--- src/rtl/sdb_pkg.sv ---
package sdb_pkg;
   function automatic int sdb_cw(input int n);
      return (n > 1) ? $clog2(n) : 1;
   endfunction
endpackage

--- src/rtl/sdb_sync.sv ---
module sdb_sync #(
   parameter int W      = 4,
   parameter int STAGES = 2
) (
   input  logic         clk,
   input  logic         rst_n,
   input  logic [W-1:0] d,
   output logic [W-1:0] q
);
   if (STAGES < 2) begin : g_bad_stages
      $error("sdb_sync: STAGES must be at least 2");
   end

   logic [STAGES-1:0][W-1:0] pipe;

   always_ff @(posedge clk or negedge rst_n) begin
      if (!rst_n) pipe <= '0;
      else        pipe <= {pipe[STAGES-2:0], d};
   end

   assign q = pipe[STAGES-1];
endmodule

--- src/rtl/sdb_tick.sv ---
module sdb_tick #(
   parameter int CYC_PER_MS = 1536,
   parameter int IVL_W      = 4
) (
   input  logic             clk,
   input  logic             rst_n,
   input  logic             ref_en,
   input  logic [IVL_W-1:0] ivl,
   output logic             tick
);
   import sdb_pkg::*;
   localparam int CW = sdb_cw(CYC_PER_MS);

   if (CYC_PER_MS < 1) begin : g_bad_cyc
      $error("sdb_tick: CYC_PER_MS must be at least 1");
   end

   logic             cyc_last;
   logic [IVL_W-1:0] ms_cnt;

   if (CYC_PER_MS == 1) begin : g_direct
      assign cyc_last = 1'b1;
   end else begin : g_count
      logic [CW-1:0] cyc_cnt;
      always_ff @(posedge clk or negedge rst_n) begin
         if (!rst_n)                cyc_cnt <= '0;
         else if (ref_en && cyc_last) cyc_cnt <= '0;
         else if (ref_en)           cyc_cnt <= cyc_cnt + 1'b1;
      end
      assign cyc_last = (cyc_cnt == CW'(CYC_PER_MS - 1));

      // sampling ticks are at least one reference period apart
      p_tick_gap_r3: assert property (@(posedge clk) disable iff (!rst_n)
         tick |=> !tick);
   end

   always_ff @(posedge clk or negedge rst_n) begin
      if (!rst_n)                    ms_cnt <= '0;
      else if (ref_en && cyc_last) begin
         if (ms_cnt >= ivl)          ms_cnt <= '0;
         else                        ms_cnt <= ms_cnt + 1'b1;
      end
   end

   assign tick = ref_en && cyc_last && (ms_cnt >= ivl);
endmodule

--- src/rtl/sdb_stab.sv ---
module sdb_stab #(
   parameter int W = 4
) (
   input  logic         clk,
   input  logic         rst_n,
   input  logic         tick,
   input  logic [W-1:0] samp,
   input  logic         ack,
   output logic [W-1:0] sig_q,
   output logic         irq
);
   logic [W-1:0] prev;
   logic         have_prev;
   logic         seeded;
   logic         accept;
   logic         chg;

   assign accept = tick && have_prev && (samp == prev);
   assign chg    = accept && seeded && (samp != sig_q);

   always_ff @(posedge clk or negedge rst_n) begin
      if (!rst_n) begin
         prev      <= '0;
         have_prev <= 1'b0;
      end else if (tick) begin
         prev      <= samp;
         have_prev <= 1'b1;
      end
   end

   always_ff @(posedge clk or negedge rst_n) begin
      if (!rst_n) begin
         sig_q  <= '0;
         seeded <= 1'b0;
      end else if (accept) begin
         sig_q  <= samp;
         seeded <= 1'b1;
      end
   end

   always_ff @(posedge clk or negedge rst_n) begin
      if (!rst_n)   irq <= 1'b0;
      else if (chg) irq <= 1'b1;
      else if (ack) irq <= 1'b0;
   end

   // the held value only moves on a sampling tick
   p_update_on_tick_r3: assert property (@(posedge clk) disable iff (!rst_n)
      !tick |=> $stable(sig_q));
   // a pending interrupt holds without an acknowledge
   p_irq_hold_r6: assert property (@(posedge clk) disable iff (!rst_n)
      (irq && !ack) |=> irq);
   // acknowledge clears when no change arrives
   p_ack_clear_r7: assert property (@(posedge clk) disable iff (!rst_n)
      (ack && !chg) |=> !irq);
   // a change beats a simultaneous acknowledge
   p_set_wins_r8: assert property (@(posedge clk) disable iff (!rst_n)
      chg |=> irq);
endmodule

--- src/rtl/sdb_debounce.sv ---
module sdb_debounce #(
   parameter int NUM_IN      = 4,
   parameter int CYC_PER_MS  = 1536,
   parameter int IVL_W       = 4,
   parameter int SYNC_STAGES = 2
) (
   input  logic              clk,
   input  logic              rst_n,
   input  logic              ref_en,
   input  logic [IVL_W-1:0]  ivl,
   input  logic              ack,
   input  logic [NUM_IN-1:0] sig_in,
   output logic [NUM_IN-1:0] sig_reg,
   output logic              irq
);
   if (NUM_IN < 1) begin : g_bad_width
      $error("sdb_debounce: NUM_IN must be at least 1");
   end
   if (IVL_W < 1) begin : g_bad_ivl
      $error("sdb_debounce: IVL_W must be at least 1");
   end

   logic [NUM_IN-1:0] sync_q;
   logic              tick;

   sdb_sync #(.W(NUM_IN), .STAGES(SYNC_STAGES)) u_sync (
      .clk(clk), .rst_n(rst_n), .d(sig_in), .q(sync_q));

   sdb_tick #(.CYC_PER_MS(CYC_PER_MS), .IVL_W(IVL_W)) u_tick (
      .clk(clk), .rst_n(rst_n), .ref_en(ref_en), .ivl(ivl), .tick(tick));

   sdb_stab #(.W(NUM_IN)) u_stab (
      .clk(clk), .rst_n(rst_n), .tick(tick), .samp(sync_q), .ack(ack),
      .sig_q(sig_reg), .irq(irq));

   // a stopped reference freezes the register and blocks new interrupts
   p_freeze_r2: assert property (@(posedge clk) disable iff (!rst_n)
      !ref_en |=> ($stable(sig_reg) && !$rose(irq)));
   // an interrupt only rises together with a changed value
   p_rise_needs_change_r9: assert property (@(posedge clk) disable iff (!rst_n)
      $rose(irq) |-> (sig_reg != $past(sig_reg)));
endmodule

--- config.mk ---
export PLATFORM = sky130hd
export DESIGN_NAME = sdb_debounce
export DESIGN_NICKNAME = d
export VERILOG_FILES = /design/src/rtl/sdb_pkg.sv /design/src/rtl/sdb_sync.sv /design/src/rtl/sdb_tick.sv /design/src/rtl/sdb_stab.sv /design/src/rtl/sdb_debounce.sv
export SDC_FILE = /design/constraint.sdc
export NUM_CORES = 1
export LEC_CHECK = 0
export CAP_MARGIN = 25
export CORE_UTILIZATION = 30
export DETAILED_ROUTE_END_ITERATION = 6
export DONT_BUFFER_PORTS = 1
export MAX_ROUTING_LAYER = met4
export SLEW_MARGIN = 20
export SYNTH_ARGS = -nofsm -noshare
export SYNTH_HDL_FRONTEND = slang
export SYNTH_SLANG_ARGS = --single-unit
--- constraint.sdc ---
create_clock -name clk -period 2.3 [get_ports clk]
set_input_delay 0.115 -clock clk [delete_from_list [all_inputs] [get_ports clk]]
set_output_delay 0.115 -clock clk [all_outputs]
set_load 0.02 [all_outputs]
==> results of run 1 <==
## logic make-up after synthesis
group / share of synthesized area
AO/OA/AOI/OAI: 0.0706
multiplexers: 0.0802
buffers and inverters: 0.0369
adder cells (fa/ha/maj): 0.0481
XOR/XNOR: 0.0786
flip-flops: 0.545
AND/OR/NAND/NOR: 0.140
## worst reg2reg max path, delay by kind of cell, from the launching register on
kind / cells / cell delay [ns]
DFF: 1 / 0.42
AOI/OAI and AO/OA: 1 / 0.32
muxes: 1 / 0.34
and+or+nand+nor: 3 / 0.99
## layout make-up
cell class | instances | area, sq um
Clock buffer | 7 | 76.3
Fill cell | 477 | 3010
Inverter | 11 | 41.3
Multi-Input combinational cell | 84 | 654
Sequential cell | 34 | 852
Tap cell | 67 | 83.8
Timing Repair Buffer | 14 | 135
## synth_stat cells, types with 2 or more instances
cell type  instances  area (sq um)
xnor2_1            4          35.0
mux2_4             4          60.1
mux2i_1            2          20.0
xor2_1            10          87.6
and3_1             2          12.5
nor3_1             5          25.0
a21oi_1            3          15.0
nor2_1             5          18.8
nand3_1            4          20.0
nand4_1            3          18.8
ha_1               6          75.1
nand2b_1           2          12.5
o21ai_0            9          45.0
inv_1             11          41.3
nand2_1            8          30.0
mux2_2             4          45.0
dfrtp_1           34           851
## cell usage in the layout, fill, tap and decap left out
cell and instances:
a211oi_4 1, a21o_1 1, a21oi_1 3, and3_1 2, buf_12 1, buf_4 6
clkbuf_1 2, clkbuf_8 5, dfrtp_1 33, dfrtp_2 1, dlygate4sd3_1 7, ha_1 5
ha_2 1, inv_1 11, mux2_2 4, mux2_4 4, mux2i_1 2, nand2_1 8
nand2b_1 2, nand3_1 4, nand4_1 3, nand4_2 1, nand4_4 1, nor2_1 5
nor3_1 5, nor4_1 1, nor4bb_1 1, o21a_1 1, o21ai_0 9, o22ai_1 1
o41ai_1 1, or2_2 1, or2b_1 1, or3_1 1, or4_4 1, xnor2_1 4
xor2_1 10
## power by group through the flow
| stage | clock network, mW | registers, mW | logic [mW] |
|---|---|---|---|
| 6_report | 0.397 | 0.742 | 0.178 |
| 3_5_place_dp | 0 | 0.746 | 0.140 |
| 4_1_cts | 0.414 | 0.736 | 0.166 |
| 2_1_floorplan | 0 | 0.730 | 0.115 |
| 3_3_place_gp | 0 | 0.742 | 0.134 |
| 5_1_grt | 0.444 | 0.755 | 0.205 |
## layer usage
| metal | wire length [microns] | vias to the layer above |
|---|---|---|
| met2 | 1280 | 17 |
| met5 | 0 | - |
| met4 | 23 | 0 |
| met3 | 118 | 4 |
| met1 | 1150 | 478 |
| li1 | - | 485 |
## through the flow
stage | utilization | hold slack (ns) | cell area (sq um) | total power [mW]
after floorplan | - | -0.181 | 1560 | 0.845
after global placement | 0.342 | -0.180 | 1660 | 0.876
after detailed placement | 0.342 | -0.180 | 1660 | 0.886
after CTS | 0.376 | 0.0167 | 1820 | 1.32
after global routing | 0.380 | 0.0344 | 1840 | 1.40
final | 0.380 | 0.0285 | 1840 | 1.32
## worst paths after layout
kind                                                            start                               endpoint  slack [ns]  depth (start not counted)
worst min register to register               u_sync.pipe[3]$_DFF_PN0_                  u_sync.q[3]$_DFF_PN0_        0.35                          0
worst min-delay path                                           ref_en  u_tick.g_count.cyc_cnt[2]$_DFFE_PN0P_        0.03                          2
min in group asynchronous                                       rst_n           u_tick.ms_cnt[1]$_DFFE_PN0N_        0.29                          2
worst max register to register  u_tick.g_count.cyc_cnt[6]$_DFFE_PN0P_            u_stab.sig_q[0]$_DFFE_PN0P_        0.12                          5
max in group asynchronous                                       rst_n  u_tick.g_count.cyc_cnt[0]$_DFFE_PN0P_        1.84                          2
worst max-delay path            u_tick.g_count.cyc_cnt[6]$_DFFE_PN0P_            u_stab.sig_q[0]$_DFFE_PN0P_        0.12                          5
## flip-flops by register name, indices dropped and copies added, names as in the netlist
| name | flops |
|---|---|
| u_tick.g_count.cyc_cnt | 11 |
| u_stab.prev | 4 |
| u_stab.sig_q | 4 |
| u_sync.pipe | 4 |
| u_sync.q | 4 |
| u_tick.ms_cnt | 4 |
| u_stab.have_prev | 1 |
| u_stab.irq | 1 |
| u_stab.seeded | 1 |
## what timing repair did
| item | 4_1_cts | 5_1_grt |
|---|---|---|
| endpoints found under the hold margin | 42 | 0 |
| hold buffers | 8 | 0 |
| gates resized for setup | 0 | 2 |
| endpoints found under the setup margin | 0 | 7 |
| setup buffers | 0 | 2 |
==> metrics.md, run 1 <==
| Metric | Value |
|---|---|
| Status | `finished clean` |
| Hold Path Class | `input port to flip-flop` |
| Max-cap violation count | `0` |
| Die H | `74.1 microns` |
| Largest net degree at the start of global routing | `35` |
| EDFF count, synth | `0` |
| H-tree Lvls | `2` |
| Cell area after synthesis | `1560 sq um` |
| Core area | `approximately 4800 sq um` |
| Ys Warns | `0` |
| Fraction of registers with async set/reset | `1.00` |
| Leak pwr | `0.878 nW` |
| Post-Syn Nets | `about 150` |
| TritonCTS clock tree | `built` |
| Final hold vios | `0` |
| Critical Path End Type | `flip-flop` |
| Initial Util | `0.322` |
| Clock Tree Buf Depth | `2` |
| CP cell instances | `nand4_1 -> or4_4 -> a211oi_4 -> nand4_4 -> mux2_4` |
| Inst Count DP | `200` |
| Sequential fraction of design power | `0.563` |
| Startpoint Class | `flip-flop` |
| Crit-path max FO | `7` |
| Crit path max-delay cell type | `or4_4` |
| Drt wl/cell | `11.9 microns` |
| GR peak layer | `met2` |
| Crit path DAT | `2.34 ns` |
| Vias/cell | `4.53` |
| Clk slew on worst S/H paths | `0.06 ns` |
| Detailed Place HPWL | `1.83 mm` |
| Worst VDD drop | `0.000221 V` |
| Setup TNS | `0 ns` |
| Crit path required time | `around 2.5 ns` |
| Placement Rows | `25` |
| Final ANT Viol Nets | `0` |
| Worst path buffer plus inverter count | `0` |
| RSZ-0062 raised after global routing | `false` |
| Die area | `between 5000 and 6000 sq um` |
| Combinational share of power | `0.135` |
| Post-Route WL | `roughly 2.6 mm` |
| Non-filler cells, final | `217` |
| Vias in the first global route | `969` |
| Slew HR | `0.670` |
| Clk pwr share | `0.301` |
| Initial drt markers | `45` |
| # DRC | `0` |
| I/O Buffers | `0` |
| Total CTS buffers | `5` |
| Delay-heaviest family, CP | `simple AND/OR/NAND/NOR gates` |
| Crit path time final | `2.18 ns` |
| WS Path Type | `flip-flop to flip-flop` |
| # diodes | `0` |
| Placement Setup Slack | `0.0775 ns` |
| Share of cells above drive strength 1 | `0.180` |
| Worst clock skew | `0.00283 ns` |
| Post-Synthesis Cells | `approximately 130` |
| Endpoints failing setup | `0` |
| Clk Latency, worst-skew pair | `0.28 ns` |
| M2 GR Usage | `0.176` |
| Overflow after GRT | `0` |
| Smallest setup slack after layout | `0.125 ns` |
| GRT met1 Usage | `0.116` |
| CTS sink cnt | `34` |
| Post-synthesis register bit count | `34` |
| FMAX | `460 MHz` |
| Placer Congestion | `0.837` |
| Die X-Extent | `74.1 microns` |
| Crit share post-route | `0.946` |
| Power Density | `715 nW/um^2` |
| Global-route wire length before repair | `4.29 mm` |
| Drt first pass iters | `4` |
| Final net count | `168` |
| Worst slew pin tran | `0.490 ns` |
| Synthesis-to-layout area growth | `18.1%` |
| Sequential-to-total area share from yosys stat | `0.545` |
| GRT Total Usage | `0.108` |
| Antenna violations before repair | `0` |
| Mean Syn Cell Area | `11.9 sq um` |
| Via count | `approximately 980` |
| CP peak stage delay | `0.59 ns` |
| Ys flop type | `dfrtp_1` |
| Switch share | `0.271` |
| Cell Int Power | `960 uW` |
| I/O pin cnt | `17` |
| Met3 GRT Util | `0.0501` |
| Cell variety after synth | `32` |
| Psw | `between 300 and 400 uW` |
| Max-slew violations | `0` |
| Root Driver | `clkbuf_8` |
Note: power is estimated with default switching activity, not from simulation.
==> run 2, diff against run 1 <==
==> constraint.sdc (replaced) <==
create_clock -name clk -period 2.7 [get_ports clk]
set_input_delay 0.135 -clock clk [delete_from_list [all_inputs] [get_ports clk]]
set_output_delay 0.135 -clock clk [all_outputs]
set_load 0.02 [all_outputs]
==> run 2 against run 1 <==
Effect of this change: first-iteration DRC count stayed put; wire length up 3.4%; maximum frequency is 7.0% lower; non-clock buffer count decreased by 4; critical path type unchanged.
==> metrics.md, run 2 (synthesized netlist as in run 1, its figures left out) <==
| Metric | Value |
|---|---|
| Leak pwr | `0.870 nW (was 0.878 nW)` |
| H-tree Lvls | `2 (unchanged)` |
| Overflow after GRT | `0 (unchanged)` |
| FMAX | `428 MHz (was 460 MHz)` |
| Worst VDD drop | `0.000207 V (was 0.000221 V)` |
| WS Path Type | `flip-flop to flip-flop (unchanged)` |
| Detailed Place HPWL | `1.91 mm (was 1.83 mm)` |
| Root Driver | `clkbuf_8 (unchanged)` |
| Drt first pass iters | `4 (unchanged)` |
| Post-Route WL | `2.67 mm (was 2.58 mm)` |
| I/O pin cnt | `17 (unchanged)` |
| Flop2flop setup slack | `0.36 ns (was 0.12 ns)` |
| Vias/cell | `4.73 (was 4.53)` |
| Initial drt markers | `45 (unchanged)` |
| Startpoint Class | `flip-flop (unchanged)` |
| TritonCTS clock tree | `built (unchanged)` |
| Hold Path Class | `input port to flip-flop (unchanged)` |
| Worst slew pin tran | `0.489 ns (was 0.490 ns)` |
| Post-CTS Hold Buffers | `8 (unchanged)` |
| Synthesis-to-layout area growth | `16.9% (was 18.1%)` |
| Post-cts resize count | `0 (unchanged)` |
| Design Power | `1.15 mW (was 1.32 mW)` |
| Commonest cells after routing, fill and taps aside | `34 x dfrtp_1, 11 x inv_1, 10 x xor2_1 (was 33 x dfrtp_1, 11 x inv_1, 10 x xor2_1)` |
| Largest net degree at the start of global routing | `35 (unchanged)` |
| Antenna violations before repair | `0 (unchanged)` |
| Crit path time final | `2.34 ns (was 2.18 ns)` |
| Critical Path End Type | `flip-flop (unchanged)` |
| I/O Buffers | `0 (unchanged)` |
| Clk slew on worst S/H paths | `0.07 ns (was 0.06 ns)` |
| RSZ-0062 raised after global routing | `false (unchanged)` |
| Crit path required time | `2.87 ns (was 2.46 ns)` |
| Final hold vios | `0 (unchanged)` |
| GRT Total Usage | `0.112 (was 0.108)` |
| Max-slew violations | `0 (unchanged)` |
| Post-Route Utilization | `0.376 (was 0.380)` |
| Commonest non-fill, non-tap cell in the layout | `dfrtp_1 (unchanged)` |
| Max-cap violation count | `0 (unchanged)` |
| Vias in the first global route | `977 (was 969)` |
| CTS sink cnt | `34 (unchanged)` |
| Smallest setup slack after layout | `0.362 ns (was 0.125 ns)` |
| Top reg by flops | `u_tick.g_count.cyc_cnt (unchanged)` |
| Hold depth | `2 (unchanged)` |
| Clock Tree Buf Depth | `2 (unchanged)` |
| Placement Rows | `25 (unchanged)` |
| RR Startpoint | `u_tick.g_count.cyc_cnt[1]$_DFFE_PN0P_ (was u_tick.g_count.cyc_cnt[6]$_DFFE_PN0P_)` |
| RR Endpoint | `u_stab.sig_q[0]$_DFFE_PN0P_ (unchanged)` |
| Clk Latency, worst-skew pair | `0.29 ns (was 0.28 ns)` |
| Total CTS buffers | `5 (unchanged)` |
| Final ANT Viol Nets | `0 (unchanged)` |
| Setup TNS | `0 ns (unchanged)` |
| Core area | `4850 sq um (unchanged)` |
| Worst clock skew | `0.00660 ns (was 0.00283 ns)` |
| Initial Util | `0.322 (unchanged)` |
| Die H | `74.1 microns (unchanged)` |
| Crit-path max FO | `7 (unchanged)` |
| Hold_sp | `ref_en (unchanged)` |
| Share of cells above drive strength 1 | `0.156 (was 0.180)` |
| Max reg flops | `11 (unchanged)` |
| Crit share post-route | `0.866 (was 0.946)` |
| Status | `finished clean (unchanged)` |
| Drt wl/cell | `12.5 microns (was 11.9 microns)` |
| # DRC | `0 (unchanged)` |
| Global-route wire length before repair | `4.37 mm (was 4.29 mm)` |
| Endpoints failing setup | `0 (unchanged)` |
| Crit path DAT | `2.51 ns (was 2.34 ns)` |
| Placer Congestion | `0.802 (was 0.837)` |
| Die X-Extent | `74.1 microns (unchanged)` |
| # Post-CTS Setup Buffers | `0 (unchanged)` |
| WHS Endpoint | `u_tick.g_count.cyc_cnt[1]$_DFFE_PN0P_ (was u_tick.g_count.cyc_cnt[2]$_DFFE_PN0P_)` |
| Final net count | `164 (was 168)` |
| Die area | `5490 sq um (unchanged)` |
| # diodes | `0 (unchanged)` |
| Placement Setup Slack | `0.370 ns (was 0.0775 ns)` |
| Power Density | `630 nW/um^2 (was 715 nW/um^2)` |
| Slew HR | `0.672 (was 0.670)` |
| Reg2Reg Depth | `6 (was 5)` |
| Via count | `1,012 (was 984)` |
run 2: worst max path at each step:
stage                                                      from                          end  slack [ns]
after floorplan           u_tick.g_count.cyc_cnt[0]$_DFFE_PN0P_  u_stab.sig_q[0]$_DFFE_PN0P_        0.50
after global placement    u_tick.g_count.cyc_cnt[0]$_DFFE_PN0P_  u_stab.sig_q[1]$_DFFE_PN0P_        0.48
after detailed placement  u_tick.g_count.cyc_cnt[1]$_DFFE_PN0P_  u_stab.sig_q[1]$_DFFE_PN0P_        0.37
after CTS                 u_tick.g_count.cyc_cnt[1]$_DFFE_PN0P_  u_stab.sig_q[1]$_DFFE_PN0P_        0.36
after global routing      u_tick.g_count.cyc_cnt[1]$_DFFE_PN0P_  u_stab.sig_q[0]$_DFFE_PN0P_        0.26
final                     u_tick.g_count.cyc_cnt[1]$_DFFE_PN0P_  u_stab.sig_q[0]$_DFFE_PN0P_        0.36
run 2: power breakdown:
| group | internal [mW] | switching [mW] |
|---|---|---|
| Sequential | 0.563 | 0.0653 |
| Combinational | 0.0640 | 0.0757 |
| Clock | 0.205 | 0.177 |
run 2: worst max-delay path, cell delays in order (launching register included):
cell and delay, ns:
dfrtp_1 0.42, ha_1 0.23, inv_1 0.09, or4_4 0.60
a211oi_4 0.34, nand4_4 0.21, mux2_4 0.33
run 2: layout make-up:
| class | instances | area [sq um] |
|---|---|---|
| clock inverter | 1 | 5.00 |
| sequential | 34 | 851 |
| multi-input combinational | 84 | 652 |
| tap | 67 | 83.8 |
| timing repair buffer | 10 | 105 |
| fill | 469 | 3020 |
| clock buffer | 7 | 86.3 |
| inverter | 11 | 41.3 |
run 2: routing by layer:
metal | part of all wire | vias to the layer above | global-route usage
met2 | 0.51 | 24 | 0.186
met5 | 0 | - | -
li1 | - | 479 | -
met4 | 0.015 | 0 | 0.0641
met1 | 0.42 | 504 | 0.114
met3 | 0.059 | 5 | 0.0420
run 2: stage by stage:
| stage | hold WS, ns | cells | instance area, sq um |
|---|---|---|---|
| 3_3_place_gp | -0.160 | 198 | 1640 |
| 6_report | 0.0159 | 214 | 1820 |
| 2_1_floorplan | -0.161 | 131 | 1560 |
| 5_1_grt | 0.0457 | 214 | 1820 |
| 4_1_cts | 0.0120 | 214 | 1820 |
| 3_5_place_dp | -0.160 | 198 | 1640 |
==> run 3, diff against run 2 <==
--- a/config.mk
+++ b/config.mk
@@ -10,6 +10,7 @@
 export DETAILED_ROUTE_END_ITERATION = 6
 export DONT_BUFFER_PORTS = 1
 export MAX_ROUTING_LAYER = met4
+export PLACE_DENSITY = 0.44
 export SLEW_MARGIN = 20
 export SYNTH_ARGS = -nofsm -noshare
 export SYNTH_HDL_FRONTEND = slang
==> run 3 against run 2 <==
Effect of this change: die area stayed put; worst setup slack improved by 0.011 ns; wire length down 3.0%; design area fell by 0.69%; non-clock buffer count is the same; worst hold slack worse by 0.00097 ns; count of clock-buffer cells in the layout fell by 2; combinational power about the same; critical path type unchanged; critical endpoint is now u_stab.sig_q[1]$_DFFE_PN0P_; largest cell class unchanged; largest power group unchanged; highest routed layer unchanged.
==> metrics.md, run 3 (synthesized netlist as in run 1, its figures left out) <==
| Metric | Value |
|---|---|
| Status | `finished clean (unchanged)` |
| Max reg flops | `11 (unchanged)` |
| Crit path DAT | `2.49 ns (was 2.51 ns)` |
| GRT Total Usage | `0.116 (was 0.112)` |
| Clk pwr share | `0.307 (was 0.333)` |
| Worst clock skew | `0.00238 ns (was 0.00660 ns)` |
| Leak pwr | `0.866 nW (was 0.870 nW)` |
| Global-route wire length before repair | `4.55 mm (was 4.37 mm)` |
| WS Path Type | `flip-flop to flip-flop (unchanged)` |
| Psw | `309 uW (was 318 uW)` |
| Final hold vios | `0 (unchanged)` |
| Synthesis-to-layout area growth | `16.1% (was 16.9%)` |
| CP peak stage delay | `0.60 ns (about the same)` |
| Endpoints failing setup | `0 (unchanged)` |
| Design Power | `1.11 mW (was 1.15 mW)` |
| Commonest non-fill, non-tap cell in the layout | `dfrtp_1 (unchanged)` |
| Final ANT Viol Nets | `0 (unchanged)` |
| Via count | `1,004 (was 1,012)` |
| # DRC | `0 (unchanged)` |
| Initial Util | `0.322 (unchanged)` |
| Crit path time final | `2.33 ns (was 2.34 ns)` |
| Combinational share of power | `0.124 (was 0.121)` |
| Inst Count DP | `198 (unchanged)` |
| Crit path max-delay cell type | `or4_4 (unchanged)` |
| # Post-CTS Setup Buffers | `0 (unchanged)` |
| Max-slew violations | `0 (unchanged)` |
| # diodes | `0 (unchanged)` |
| Hold Path Class | `input port to flip-flop (unchanged)` |
| Detailed Place HPWL | `1.87 mm (was 1.91 mm)` |
| Power Density | `612 nW/um^2 (was 630 nW/um^2)` |
| H-tree Lvls | `2 (unchanged)` |
| Clk slew on worst S/H paths | `0.06 ns (was 0.07 ns)` |
| Post-Route WL | `2.59 mm (was 2.67 mm)` |
| CTS sink cnt | `34 (unchanged)` |
| Switch share | `0.279 (was 0.276)` |
| Die X-Extent | `74.1 microns (unchanged)` |
| Share of cells above drive strength 1 | `0.158 (was 0.156)` |
| Drt wl/cell | `12.1 microns (was 12.5 microns)` |
| Initial drt markers | `20 (was 45)` |
| Top reg by flops | `u_tick.g_count.cyc_cnt (unchanged)` |
| Worst slew pin tran | `0.432 ns (was 0.489 ns)` |
| Setup TNS | `0 ns (unchanged)` |
| Antenna violations before repair | `0 (unchanged)` |
| Slew HR | `0.709 (was 0.672)` |
| Crit share post-route | `0.862 (was 0.866)` |
| I/O Buffers | `0 (unchanged)` |
| Non-filler cells, final | `213 (was 214)` |
| Max-cap violation count | `0 (unchanged)` |
| Root Driver | `clkbuf_8 (unchanged)` |
| CP cell instances | `ha_1 -> inv_1 -> or4_4 -> a211oi_4 -> nand4_4 -> mux2_4 (unchanged)` |
| Clk Latency, worst-skew pair | `0.28 ns (was 0.29 ns)` |
| Vias in the first global route | `1,035 (was 977)` |
| Vias/cell | `4.71 (was 4.73)` |
| Die area | `5490 sq um (unchanged)` |
| Cell Int Power | `799 uW (was 832 uW)` |
| Core area | `4850 sq um (unchanged)` |
| TritonCTS clock tree | `built (unchanged)` |
| FMAX | `430 MHz (was 428 MHz)` |
| Commonest cells after routing, fill and taps aside | `34 x dfrtp_1, 11 x inv_1, 10 x xor2_1 (unchanged)` |
| Total CTS buffers | `5 (unchanged)` |
| Sequential fraction of design power | `0.569 (was 0.546)` |
| Largest net degree at the start of global routing | `35 (unchanged)` |
| Critical Path End Type | `flip-flop (unchanged)` |
| Die H | `74.1 microns (unchanged)` |
| Drt first pass iters | `4 (unchanged)` |
| Placement Rows | `25 (unchanged)` |
| Crit-path max FO | `7 (unchanged)` |
| Placer Congestion | `0.827 (was 0.802)` |
| Crit path required time | `2.86 ns (was 2.87 ns)` |
| Clock Tree Buf Depth | `2 (unchanged)` |
| I/O pin cnt | `17 (unchanged)` |
| RSZ-0062 raised after global routing | `false (unchanged)` |
| Startpoint Class | `flip-flop (unchanged)` |
| Overflow after GRT | `0 (unchanged)` |
| Final net count | `164 (unchanged)` |
| Worst VDD drop | `0.000455 V (was 0.000207 V)` |
-- run 3: path summary, 6_finish.rpt --
path                                                  startpoint  cells after the start  slack, ns                                    end
min in group asynchronous                                  rst_n                      2       0.30                  u_sync.q[1]$_DFF_PN0_
setup / recovery           u_tick.g_count.cyc_cnt[1]$_DFFE_PN0P_                      6       0.37            u_stab.sig_q[1]$_DFFE_PN0P_
hold reg to reg                         u_sync.pipe[1]$_DFF_PN0_                      0       0.35                  u_sync.q[1]$_DFF_PN0_
hold / removal                                            ref_en                      2       0.01  u_tick.g_count.cyc_cnt[1]$_DFFE_PN0P_
setup reg to reg           u_tick.g_count.cyc_cnt[1]$_DFFE_PN0P_                      6       0.37            u_stab.sig_q[1]$_DFFE_PN0P_
max in group asynchronous                                  rst_n                      2       2.22  u_tick.g_count.cyc_cnt[0]$_DFFE_PN0P_
-- run 3: worst max-delay path: cells and delay by family (launching register included) --
kind	cells	cell delay [ns]
AO/OA/AOI/OAI	1	0.35
adder cells (fa/ha/maj)	1	0.22
buffers and inverters	1	0.08
flip-flops	1	0.41
multiplexers	1	0.34
AND/OR/NAND/NOR	2	0.81
-- run 3: power by group through the flow --
stage               clock (mW)  sequential [mW]  combinational, mW
finish                   0.341            0.630              0.137
detailed placement           0            0.637              0.115
floorplan                    0            0.622             0.0976
global route             0.382            0.639              0.159
global placement             0            0.632              0.121
CTS                      0.358            0.628              0.139
-- run 3: cell type report --
type	count	area (sq um)
clock inverter	2	10.0
clock buffer	5	68.8
sequential	34	851
fill	484	3040
inverter	11	41.3
tap	67	83.8
multi-input combinational	84	652
timing repair buffer	10	105
-- run 3: per-layer routing --
metal | global-route usage | part of all wire | vias up
li1 | - | - | 476
met1 | 0.132 | 0.45 | 501
met2 | 0.179 | 0.48 | 22
met3 | 0.0420 | 0.045 | 5
met4 | 0.0577 | 0.016 | 0
met5 | - | 0 | -
-- run 3: what timing repair did --
| action | in CTS | in global routing |
|---|---|---|
| resized for setup | 0 | 0 |
| hold endpoints to repair | 41 | 0 |
| hold buffers | 8 | 0 |
-- run 3: stage by stage --
stage | area, sq um | hold slack (ns) | worst slack [ns] | util
after floorplan | 1560 | -0.161 | 0.495 | -
after global placement | 1640 | -0.160 | 0.452 | 0.339
after detailed placement | 1640 | -0.160 | 0.379 | 0.339
after CTS | 1810 | 0.0153 | 0.367 | 0.374
after global routing | 1810 | 0.0348 | 0.213 | 0.374
final | 1810 | 0.0149 | 0.372 | 0.374
